File: src/rtl/mpf_pkg.sv
package mpf_pkg;
  localparam int unsigned DATA_W   = 9;
  localparam int unsigned CSR_W    = 2;
  localparam int unsigned MODE_POS = 0;
  localparam int unsigned TXC_POS  = 1;

  typedef struct packed {
    logic [DATA_W-1:0] data;
    logic              addr;
    logic              fe;
    logic              pe;
    logic              ovr;
  } rx_word_t;
endpackage

File: src/rtl/mpf_rst_sync.sv
module mpf_rst_sync #(
  parameter int unsigned STAGES = 2
) (
  input  logic clk,
  input  logic rst_n,
  output logic rst_sync_n
);
  logic [STAGES-1:0] chain_q;
  logic [STAGES-1:0] chain_d;

  always_comb begin
    chain_d = {chain_q[STAGES-2:0], 1'b1};
  end

  always_ff @(posedge clk or negedge rst_n) begin
    if (!rst_n) chain_q <= '0;
    else        chain_q <= chain_d;
  end

  assign rst_sync_n = chain_q[STAGES-1];
endmodule

File: src/rtl/mpf_csr.sv
module mpf_csr #(
  parameter int unsigned W        = mpf_pkg::CSR_W,
  parameter int unsigned MODE_POS = mpf_pkg::MODE_POS,
  parameter int unsigned TXC_POS  = mpf_pkg::TXC_POS
) (
  input  logic         clk,
  input  logic         rst_n,
  input  logic         wr_en,
  input  logic [W-1:0] wdata,
  input  logic         tx_done,
  output logic         mode_q,
  output logic         txc_q
);
  logic mode_d;
  logic txc_d;

  // mode is a plain bit; txc is set by hardware, cleared by writing one
  always_comb begin
    mode_d = mode_q;
    txc_d  = txc_q;
    if (wr_en) begin
      mode_d = wdata[MODE_POS];
      if (wdata[TXC_POS]) txc_d = 1'b0;
    end
    if (tx_done) txc_d = 1'b1;
  end

  always_ff @(posedge clk or negedge rst_n) begin
    if (!rst_n) begin
      mode_q <= 1'b0;
      txc_q  <= 1'b0;
    end else begin
      mode_q <= mode_d;
      txc_q  <= txc_d;
    end
  end
endmodule

File: src/rtl/mpf_type_decode.sv
module mpf_type_decode #(
  parameter int unsigned W = mpf_pkg::DATA_W
) (
  input  logic         nine_bit,
  input  logic [W-1:0] data_in,
  input  logic         stop1,
  input  logic         stop2,
  output logic         is_addr,
  output logic         frame_err,
  output logic [W-1:0] data_out
);
  localparam int unsigned NARROW_W = W - 1;

  always_comb begin
    if (nine_bit) begin
      is_addr   = data_in[W-1];
      frame_err = ~stop1;
      data_out  = data_in;
    end else begin
      // first stop bit is the type marker, second one is checked
      is_addr   = stop1;
      frame_err = ~stop2;
      data_out  = {1'b0, data_in[NARROW_W-1:0]};
    end
  end
endmodule

File: src/rtl/mpf_gate.sv
module mpf_gate
  import mpf_pkg::*;
#(
  parameter int unsigned W = mpf_pkg::DATA_W
) (
  input  logic         clk,
  input  logic         rst_n,
  input  logic         done,
  input  logic         mode,
  input  logic         is_addr,
  input  logic         fe,
  input  logic         pe,
  input  logic         full,
  input  logic [W-1:0] data,
  output logic         wr_q,
  output rx_word_t     word_q
);
  logic     accept;
  logic     wr_d;
  rx_word_t word_d;

  always_comb begin
    accept = done & (~mode | is_addr);
    wr_d   = accept;
    word_d = '{data: data, addr: is_addr, fe: fe, pe: pe, ovr: full};
  end

  always_ff @(posedge clk or negedge rst_n) begin
    if (!rst_n) begin
      wr_q   <= 1'b0;
      word_q <= '0;
    end else begin
      wr_q <= wr_d;
      if (accept) word_q <= word_d;
    end
  end
endmodule

File: src/rtl/mpf_filter.sv
module mpf_filter
  import mpf_pkg::*;
#(
  parameter int unsigned SYNC_STAGES = 2
) (
  input  logic              clk,
  input  logic              rst_n,
  input  logic              nine_bit,
  input  logic [DATA_W-1:0] rx_data,
  input  logic              rx_stop1,
  input  logic              rx_stop2,
  input  logic              rx_par_err,
  input  logic              rx_buf_full,
  input  logic              rx_done,
  input  logic              csr_wr,
  input  logic [CSR_W-1:0]  csr_wdata,
  input  logic              tx_done,
  output logic              mode_q,
  output logic              txc_q,
  output logic              buf_wr,
  output logic [DATA_W-1:0] buf_data,
  output logic              buf_addr,
  output logic              buf_fe,
  output logic              buf_pe,
  output logic              buf_ovr
);
  logic              rst_core_n;
  logic              is_addr;
  logic              frame_err;
  logic [DATA_W-1:0] data_norm;
  rx_word_t          word_q;

  mpf_rst_sync #(.STAGES(SYNC_STAGES)) u_rst (
    .clk(clk), .rst_n(rst_n), .rst_sync_n(rst_core_n)
  );

  mpf_csr #(.W(CSR_W), .MODE_POS(MODE_POS), .TXC_POS(TXC_POS)) u_csr (
    .clk(clk), .rst_n(rst_core_n), .wr_en(csr_wr), .wdata(csr_wdata),
    .tx_done(tx_done), .mode_q(mode_q), .txc_q(txc_q)
  );

  mpf_type_decode #(.W(DATA_W)) u_dec (
    .nine_bit(nine_bit), .data_in(rx_data), .stop1(rx_stop1), .stop2(rx_stop2),
    .is_addr(is_addr), .frame_err(frame_err), .data_out(data_norm)
  );

  mpf_gate #(.W(DATA_W)) u_gate (
    .clk(clk), .rst_n(rst_core_n), .done(rx_done), .mode(mode_q),
    .is_addr(is_addr), .fe(frame_err), .pe(rx_par_err), .full(rx_buf_full),
    .data(data_norm), .wr_q(buf_wr), .word_q(word_q)
  );

  assign buf_data = word_q.data;
  assign buf_addr = word_q.addr;
  assign buf_fe   = word_q.fe;
  assign buf_pe   = word_q.pe;
  assign buf_ovr  = word_q.ovr;
endmodule

File: config.mk
export PLATFORM = sky130hd
export DESIGN_NAME = mpf_filter
export DESIGN_NICKNAME = d
export VERILOG_FILES = /design/src/rtl/mpf_pkg.sv /design/src/rtl/mpf_rst_sync.sv /design/src/rtl/mpf_csr.sv /design/src/rtl/mpf_type_decode.sv /design/src/rtl/mpf_gate.sv /design/src/rtl/mpf_filter.sv
export SDC_FILE = /design/constraint.sdc
export NUM_CORES = 1
export LEC_CHECK = 0
export ABC_AREA = 1
export CORE_UTILIZATION = 35
export CTS_CLUSTER_DIAMETER = 200
export DETAILED_ROUTE_END_ITERATION = 8
export PLACE_DENSITY_LB_ADDON = 0.25
export RECOVER_POWER = 100
export SYNTH_ARGS = -nofsm -noshare
export SYNTH_HDL_FRONTEND = slang
export SYNTH_SLANG_ARGS = --single-unit
export TNS_END_PERCENT = 5
File: constraint.sdc
create_clock -name clk -period 0.9 [get_ports clk]
set_input_delay 0.135 -clock clk [delete_from_list [all_inputs] [get_ports clk]]
set_output_delay 0.135 -clock clk [all_outputs]
set_load 0.01 [all_outputs]
== Word level (Yosys, flattened, before mapping) ==
Index checks and enable logic that the tools add are counted.
Word-level totals
  input bits: 21
  flip-flop bits (word level): 18
  output and inout bits: 16
Operators by class
  bitwise operators: 5
  reduce and logical (&&, ||, !) cells: 3
  multiplexer cells: 6
Operators with widths (count)
  $mux W9: 1
  $mux W1: 5
  $reduce_bool A2 Y1: 2
  $not A1 Y1: 3
  $reduce_and A2 Y1: 1
  $and A1 B1 Y1: 1
  $or A1 B1 Y1: 1

== Depth between registers and ports, before layout ==
Gate-level depths: netlist of the first run.
  depth after elaboration: 3
  gate-level depth with buffers: 7
  gate-level depth less buffers: 6

== Hierarchy ==
Synthesis of the first run repeated with hierarchy kept, for this count alone.
Second synthesis, totals
  cell total of the unflattened synthesis: 92
  area total of the unflattened synthesis: 808.3 sq um
By module, submodules not included
  mpf_gate: area an instance 579.3 sq um, seq. area each 350.3 sq um, times used 1, cells each 62
  mpf_type_decode: area an instance 97.6 sq um, seq. area each 0.0 sq um, times used 1, cells each 18
  mpf_csr: area an instance 77.6 sq um, seq. area each 50.0 sq um, times used 1, cells each 9
  mpf_rst_sync: area an instance 53.8 sq um, seq. area each 50.0 sq um, times used 1, cells each 3

== Worst setup path before layout of the first run ==
OpenSTA, ideal clock, no wires.
  path kind: register to register
  start point: register u_csr.mode_q
  end point: register u_gate.word_q[0] (netlist name)
  period minus slack after synthesis: 0.940 ns
  data required time: 0.783 ns
  path slack: -0.040 ns
  stages on the path, launching flop included: 6
  arrival: 0.823 ns
  path buffers: 1
  cells stage by stage: dfrtp_1 > nand3_4 > nand2_4 > buf_6 > nand2_1 > nand2_1
Between the ends
  word-level cells in the longest chain between the ends: 3
RTL lines
  from (decl): RTL line mpf_csr.sv:11  | output logic mode_q,
  from (signal assigned): RTL line mpf_csr.sv:33  | mode_q <= mode_d;
  $not A1 Y1: RTL line mpf_gate.sv:23  | accept = done & (~mode | is_addr);
  $or A1 B1 Y1: RTL line mpf_gate.sv:23
  $and A1 B1 Y1: RTL line mpf_gate.sv:23
No other way between the ends.
A chain may end at the register's enable or synchronous reset.

== Worst setup path after layout of the first run ==
  start point: register u_csr.mode_q
  end point: register u_gate.word_q[4] (netlist name)
Between the ends
  word-level cells in the longest chain between the ends: 3
RTL lines (RTL line)
  $not A1 Y1: mpf_gate.sv:23
  $or A1 B1 Y1: mpf_gate.sv:23
  $and A1 B1 Y1: mpf_gate.sv:23
No other way between the ends.

==> metrics.yaml, run 1 <==
power_and_ir_drop:
  netSwitchingFraction: 0.2739
  ir_drop_v: 0.001199
  power.share.sequential: 0.511
  power_density_nw_per_um2: 1574
  clkPwrFrac: 0.202
  p_int_uw: 1364
  leakage_uw: 0.0006402
  p_comb_frac: 0.288
  switchingPower_uw: 514.4
floorplanning:
  fp.dieW_um: 47.93
  initial_core_util: 0.3725
  die_h_um: 47.93
  floorplan.core_area_um2: 1982
  die_area_um2: 2297
  io_pins: 37
  num_rows: 16
grt:
  grt_pass1_vias: 609
  grt-ovfl-total: 0
  grt_pass1_wl_um: 2539
  grt_usage: 0.1621
  grt_max_degree: 15
  antenna_found_initial: 0
final_layout:
  drive_gt1_frac: 0.2946
  antenna_cells: 0
  area_growth_pct: 61.69
  fillers: 188
  final_net_count: 152
logic_synthesis:
  syn-cell-area_um2: 738.2
  synth_top_area_share: 0.6102
  ys_types: 14
  yosysTopAreaCell: "dfrtp_1"
  synth_common_cells: "31 x nand2_1, 18 x dfrtp_1, 13 x nand3_1"
  syn_area_per_cell_um2: 9.587
  async_flop_share: 1.000
  synth_edf_count: 0
  ys_seq_area_frac: 0.6102
  synth.area.top_cells: "dfrtp_1 61%, nand2_1 16%, nand3_1 8.8%"
  synthCells: 77
  ys.flop_type: "dfrtp_1"
  ys_seq_elements: 18
  syn-num-nets: 98
  synth.most_common_cell: "nand2_1"
  yosysWarnings: 0
clock_network:
  clkLatencyLatePin_ns: 0.28
  cts-root-buf: "clkbuf_4"
  cts-buffers-inserted: 3
  cts.reportedPaths.clkPinSlew_ns: 0.10
  cts_tree: "built"
  clock_path_buffers: 2
  cts_sinks: 18
  cts_htree_levels: 1
critical_path:
  critPathCapture: "u_gate.word_q[4]$_DFFE_PN0P_"
  crit_path_start_kind: "flip-flop"
  required_ns: 1.07
  crit_type: "reg -> reg"
  startpoint: "u_csr.mode_q$_DFFE_PN0P_"
  crit_path_max_fanout: 14
  crit_arrival_ns: 1.16
  endpoint_kind: "flip-flop"
  reg2reg_from: "u_csr.mode_q$_DFFE_PN0P_"
  rr_worst_depth: 5
  r2r_end: "u_gate.word_q[4]$_DFFE_PN0P_"
  r2r_slack_ns: -0.09
sta:
  setup_viol: 30
  fin_skew_ns: 0.006482
  hold_viol: 0
  fmax_mhz: 1013
  worst_slew_pin_slew_ns: 0.5536
  grt_setup_unrepaired: "true"
  min_period_ns: 0.9873
  fin_crit_sh: 1.097
  worst_slack_ns: -0.08725
  holdWs_ns: 0.2435
  slew_headroom: 0.6309
  slew_violations: 0
  fin_tns_setup_ns: -1.610
place:
  dp_hpwl_um: 1306
  numPortBuffers: 36
  gp_congestion: 0.7760
route:
  vias: 681
  wl_per_cell_um: 10.68
  ant_nets: 0
  drtPass1Iterations: 5
  drt_iter0_markers: 13
  wl_um: 1666
  post_drt_via_cell_ratio: 4.365
  route.detailed.drc: 0
worst_hold_path:
  min_path_type: "reg -> async"
flow_run:
  cap_viol_max_count: 0
status:
  violations: "negative setup slack"
  status: "finished with violations"
-- flip-flops by register name, indices dropped and copies added (netlist names) --
signal         cells
u_csr.mode_q       1
u_csr.txc_q        1
u_gate.word_q     13
u_gate.wr_q        1
u_rst.chain_q      2
-- worst min-delay path by stage --
stage | start | end | slack, ns
3_5_place_dp | u_rst.chain_q[1]$_DFF_PN0_ | u_gate.word_q[4]$_DFFE_PN0P_ | 0.19
2_1_floorplan | rst_n | u_rst.chain_q[0]$_DFF_PN0_ | -0.16
5_1_grt | u_rst.chain_q[1]$_DFF_PN0_ | u_gate.word_q[2]$_DFFE_PN0P_ | 0.30
3_3_place_gp | u_rst.chain_q[1]$_DFF_PN0_ | u_gate.word_q[5]$_DFFE_PN0P_ | 0.16
4_1_cts | rst_n | u_rst.chain_q[1]$_DFF_PN0_ | 0.002
6_report | u_rst.chain_q[1]$_DFF_PN0_ | u_gate.word_q[2]$_DFFE_PN0P_ | 0.24
-- power by group through the flow --
stage | Sequential, uW | Clock [uW] | Combinational (uW)
2_1_floorplan | 1030 | 0 | 153
3_3_place_gp | 974 | 0 | 578
3_5_place_dp | 976 | 0 | 588
4_1_cts | 956 | 396 | 536
5_1_grt | 974 | 423 | 601
6_report | 959 | 379 | 540
-- layout make-up --
| cell class | instances | area (um2) | share of cell area |
|---|---|---|---|
| repair buffers | 52 | 422.9 | 0.3543 |
| flip-flops and latches | 18 | 450.4 | 0.3774 |
| multi-input cells | 51 | 245.2 | 0.2055 |
| well taps | 27 | 33.78 | 0.02830 |
| clock buffers | 3 | 22.52 | 0.01887 |
| inverters | 5 | 18.77 | 0.01572 |
-- cells in the final DEF (no fill, tap or decap), drive strengths merged --
master          n
mux2            1
dlygate4sd2     1
nand2          34
dfrtp          18
conb            1
buf            29
clkdlybuf4s50  18
a21o            1
dlygate4sd3     2
clkbuf          5
nand3          14
inv             5
-- cells by family after synthesis --
group	after synthesis	synth area share
DFF	18	0.6102
other	1	0.005080
muxes	1	0.01525
AOI/OAI and AO/OA	1	0.01017
and+or+nand+nor	48	0.3017
buffers and inverters	8	0.05761
-- worst max-delay path, cell delays in order, from the launching register on --
cell	delay, ns
dfrtp_1	0.40
buf_6	0.13
nand3_4	0.09
nand2_4	0.12
nand2_1	0.08
nand2_1	0.05
-- per-layer routing --
layer | track usage | up-vias | routed length, um
li1 | - | 343 | -
met1 | 0.2079 | 307 | 688
met2 | 0.2459 | 25 | 850
met3 | 0.03396 | 6 | 76
met4 | 0.1056 | 0 | 51
met5 | 0 | - | 0
-- stage by stage --
| step | cells | utilization | cell area (um2) | total power (uW) | setup WS, ns |
|---|---|---|---|---|---|
| finish | 156 | 0.6023 | 1194 | 1878 | -0.08725 |
| floorplan | 77 | - | 742.0 | 1186 | -0.02996 |
| global placement | 148 | 0.6073 | 1204 | 1552 | -0.3888 |
| detailed placement | 148 | 0.6073 | 1204 | 1563 | -0.4414 |
| global route | 156 | 0.6023 | 1194 | 1997 | -0.1622 |
| CTS | 155 | 0.5947 | 1179 | 1888 | -0.1020 |
-- timing repair --
item | CTS | global route
endpoints found under the setup margin | 31 | 31
resized for setup | 66 | 2
setup buffers | 4 | 0
hold buffers | 0 | 1
hold endpoints to repair | 0 | 2
(Power assumes the default switching activity.)
==> run 2, diff against run 1 <==
--- a/config.mk
+++ b/config.mk
@@ -8,9 +8,12 @@
 export ABC_AREA = 1
 export CORE_UTILIZATION = 35
 export CTS_CLUSTER_DIAMETER = 200
+export CTS_CLUSTER_SIZE = 10
 export DETAILED_ROUTE_END_ITERATION = 8
+export DONT_BUFFER_PORTS = 1
 export PLACE_DENSITY_LB_ADDON = 0.25
 export RECOVER_POWER = 100
+export SKIP_CTS_REPAIR_TIMING = 1
 export SYNTH_ARGS = -nofsm -noshare
 export SYNTH_HDL_FRONTEND = slang
 export SYNTH_SLANG_ARGS = --single-unit
==> run 2 against run 1 <==
  * The run ends with negative hold slack, negative setup slack left
  * Combinational power down 51%
  * Sequential power up 6%
  * Non-clock buffer count down 31
  * Global-route usage down 2.7 points
  * Maximum frequency down 2.5%
  * Setup slack worse by 0.026 ns
  * Clock skew up 0.0041 ns
  * Clock-buffer cell count up 1
  * Worst hold slack worse by 0.25 ns
  * Utilization down 11 points
  * Sequential cell count unchanged
  * Largest cell class unchanged
  * Highest routed layer unchanged
==> metrics.yaml, run 2 (same netlist as run 1, synthesis figures left out) <==
floorplanning:
  io_pins: 37  # unchanged
  die_h_um: 47.93  # unchanged
  initial_core_util: 0.3725  # unchanged
  num_rows: 16  # unchanged
  die_area_um2: 2297  # unchanged
  floorplan.core_area_um2: 1982  # unchanged
  fp.dieW_um: 47.93  # unchanged
place:
  numPortBuffers: 0  # -100%
  dp_hpwl_um: 1072  # -18%
  gp_congestion: 0.6867  # -12%
  place_ws_ns: -0.02037  # +0.4211 ns
power_and_ir_drop:
  leakage_uw: 0.0005083  # -21%
  p_comb_frac: 0.150  # -0.138
  p_int_uw: 1288  # -5.6%
  ir_drop_v: 0.001121  # -6.5%
  switchingPower_uw: 491.1  # -4.5%
  power.share.sequential: 0.575  # +0.064
  power_density_nw_per_um2: 1806  # +15%
  netSwitchingFraction: 0.2761  # +0.002239
  clkPwrFrac: 0.275  # +0.073
critical_path:
  max_stage_delay_ns: 0.44  # +0.04 ns
  rr_worst_depth: 4  # -1
  reg2reg_from: "u_csr.mode_q$_DFFE_PN0P_"
  endpoint_kind: "primary output"
  path_buf_inv: 1  # unchanged
  crit_type: "reg -> out"
  crit_path_max_fanout: 3  # -11
  required_ns: 0.76  # -0.31 ns
  r2r_end: "u_gate.word_q[2]$_DFFE_PN0P_"
  cp_cell_sequence: "buf_6"
  path_delay_family: "flip-flops"
  crit_arrival_ns: 0.88  # -0.28 ns
  slowest_stage: "dfrtp_1"
  r2r_slack_ns: -0.06  # +0.03 ns
  crit_path_start_kind: "flip-flop"
sta:
  hold_viol: 2  # +2
  fin_tns_setup_ns: -1.087  # +0.5227 ns
  worst_slack_ns: -0.1129  # -0.02560 ns
  fin_crit_sh: 1.125  # +0.02845
  slew_headroom: 0.6610  # +0.03004
  setup_viol: 14  # -53%
  worst_slew_pin_slew_ns: 0.5069  # -0.04673 ns
  fin_skew_ns: 0.01063  # +0.004146 ns
  slew_violations: 0  # unchanged
  grt_setup_unrepaired: "true"
  fmax_mhz: 987.3  # -2.5%
  min_period_ns: 1.013  # +0.02560 ns
  holdWs_ns: -0.007632  # -0.2512 ns
final_layout:
  drive_gt1_frac: 0.1515  # -0.1431
  final_net_count: 121  # -20%
  layout_commonest_cell: "nand2_1"
  top_register: "u_gate.word_q"
  multi_input_area_um2: 250.2  # +2.0%
  reg_top3: "u_gate.word_q (13), u_rst.chain_q (2)"
  fillers: 196  # +4.3%
  seq_area_um2: 450.4  # unchanged
  area_growth_pct: 33.39
  mostFrequentLayoutCells: "31 x nand2_1, 18 x dfrtp_1, 15 x dlygate4sd3_1"
  largest_reg_flops: 13  # unchanged
  antenna_cells: 0  # unchanged
grt:
  grt_pass1_vias: 461  # -24%
  grt-ovfl-total: 0  # unchanged
  grt_usage: 0.1348  # -0.02728
  met1_usage: 0.1682  # -0.03972
  gr-max-usage-layer: "met2"
  grt_max_degree: 15  # unchanged
  use_met3: 0.07925  # +0.04528
  antenna_found_initial: 0  # unchanged
  gr-usage-met2: 0.2000  # -0.04595
  grt_pass1_wl_um: 2070  # -18%
route:
  post_drt_via_cell_ratio: 4.722  # +8.2%
  vias: 595  # -13%
  drtPass1Iterations: 4  # -1
  wl_per_cell_um: 12.10  # +13%
  route.detailed.drc: 0  # unchanged
  ant_nets: 0  # unchanged
  wl_um: 1525  # -8.5%
  drt_iter0_markers: 7  # -6
worst_hold_path:
  hold_end: "u_gate.word_q[3]$_DFFE_PN0P_"
  min_path_type: "in -> reg"
  min-delay-start: "rx_done"
  hold_depth: 2
clock_network:
  cts_sinks: 18  # unchanged
  cts_tree: "built"
  cts-buffers-inserted: 3  # unchanged
  cts_htree_levels: 1  # unchanged
  cts-root-buf: "clkbuf_4"
  cts.reportedPaths.clkPinSlew_ns: 0.10  # about the same
  clock_path_buffers: 2  # unchanged
  clkLatencyLatePin_ns: 0.29  # about the same
status:
  status: "finished with violations"
  violations: "negative hold slack, negative setup slack"
flow_run:
  cap_viol_max_count: 0  # unchanged
-- run 2: how the worst max path moves through the flow --
| stage | startpoint | endpoint | slack, ns | cells after the start |
|---|---|---|---|---|
| final | u_csr.mode_q$_DFFE_PN0P_ | mode_q | -0.11 | 1 |
| after global routing | u_csr.mode_q$_DFFE_PN0P_ | mode_q | -0.15 | 1 |
| after CTS | u_csr.mode_q$_DFFE_PN0P_ | mode_q | -0.13 | 1 |
| after detailed placement | u_csr.mode_q$_DFFE_PN0P_ | u_gate.word_q[7]$_DFFE_PN0P_ | -0.02 | 4 |
| after global placement | u_csr.mode_q$_DFFE_PN0P_ | u_gate.word_q[3]$_DFFE_PN0P_ | 0.02 | 4 |
| after floorplan | u_csr.mode_q$_DFFE_PN0P_ | u_gate.word_q[0]$_DFFE_PN0P_ | -0.03 | 5 |
-- run 2: stage by stage --
stage	instance area (um2)	util	power, uW	cells
finish	984.7	0.4968	1779	126
global route	984.7	0.4968	1879	126
CTS	829.5	0.4186	1732	111
detailed placement	793.3	0.4003	1243	107
global placement	793.3	0.4003	1234	107
floorplan	742.0	-	1186	77
-- run 2: area by class of cell --
type / count / area share
Tap cell: 27 / 0.03431
Multi-Input combinational cell: 51 / 0.2541
Sequential cell: 18 / 0.4574
Clock buffer: 4 / 0.03685
Inverter: 5 / 0.01906
Timing Repair Buffer: 21 / 0.1982
-- run 2: layer usage --
layer  vias up  routed length [um]
met5         -                   0
met4         0                  10
met3         2                 115
met2        25                 752
met1       284                 646
li1        284                   -
-- run 2: power by group through the flow --
stage          Clock [uW]  Combinational [uW]  Sequential (uW)
5_1_grt               537                 304             1040
4_1_cts               504                 204             1020
3_3_place_gp            0                 199             1040
3_5_place_dp            0                 204             1040
6_report              489                 267             1020
2_1_floorplan           0                 153             1030
==> run 3, diff against run 2 <==
--- a/config.mk
+++ b/config.mk
@@ -6,13 +6,15 @@
 export NUM_CORES = 1
 export LEC_CHECK = 0
 export ABC_AREA = 1
+export ABC_CLOCK_PERIOD_IN_PS = 900
+export CAP_MARGIN = 0
 export CORE_UTILIZATION = 35
 export CTS_CLUSTER_DIAMETER = 200
 export CTS_CLUSTER_SIZE = 10
 export DETAILED_ROUTE_END_ITERATION = 8
 export DONT_BUFFER_PORTS = 1
 export PLACE_DENSITY_LB_ADDON = 0.25
-export RECOVER_POWER = 100
+export RECOVER_POWER = 50
 export SKIP_CTS_REPAIR_TIMING = 1
 export SYNTH_ARGS = -nofsm -noshare
 export SYNTH_HDL_FRONTEND = slang
==> results of run 3 <==
Same layout as run 2: the final DEF is identical, and so are final timing and power.
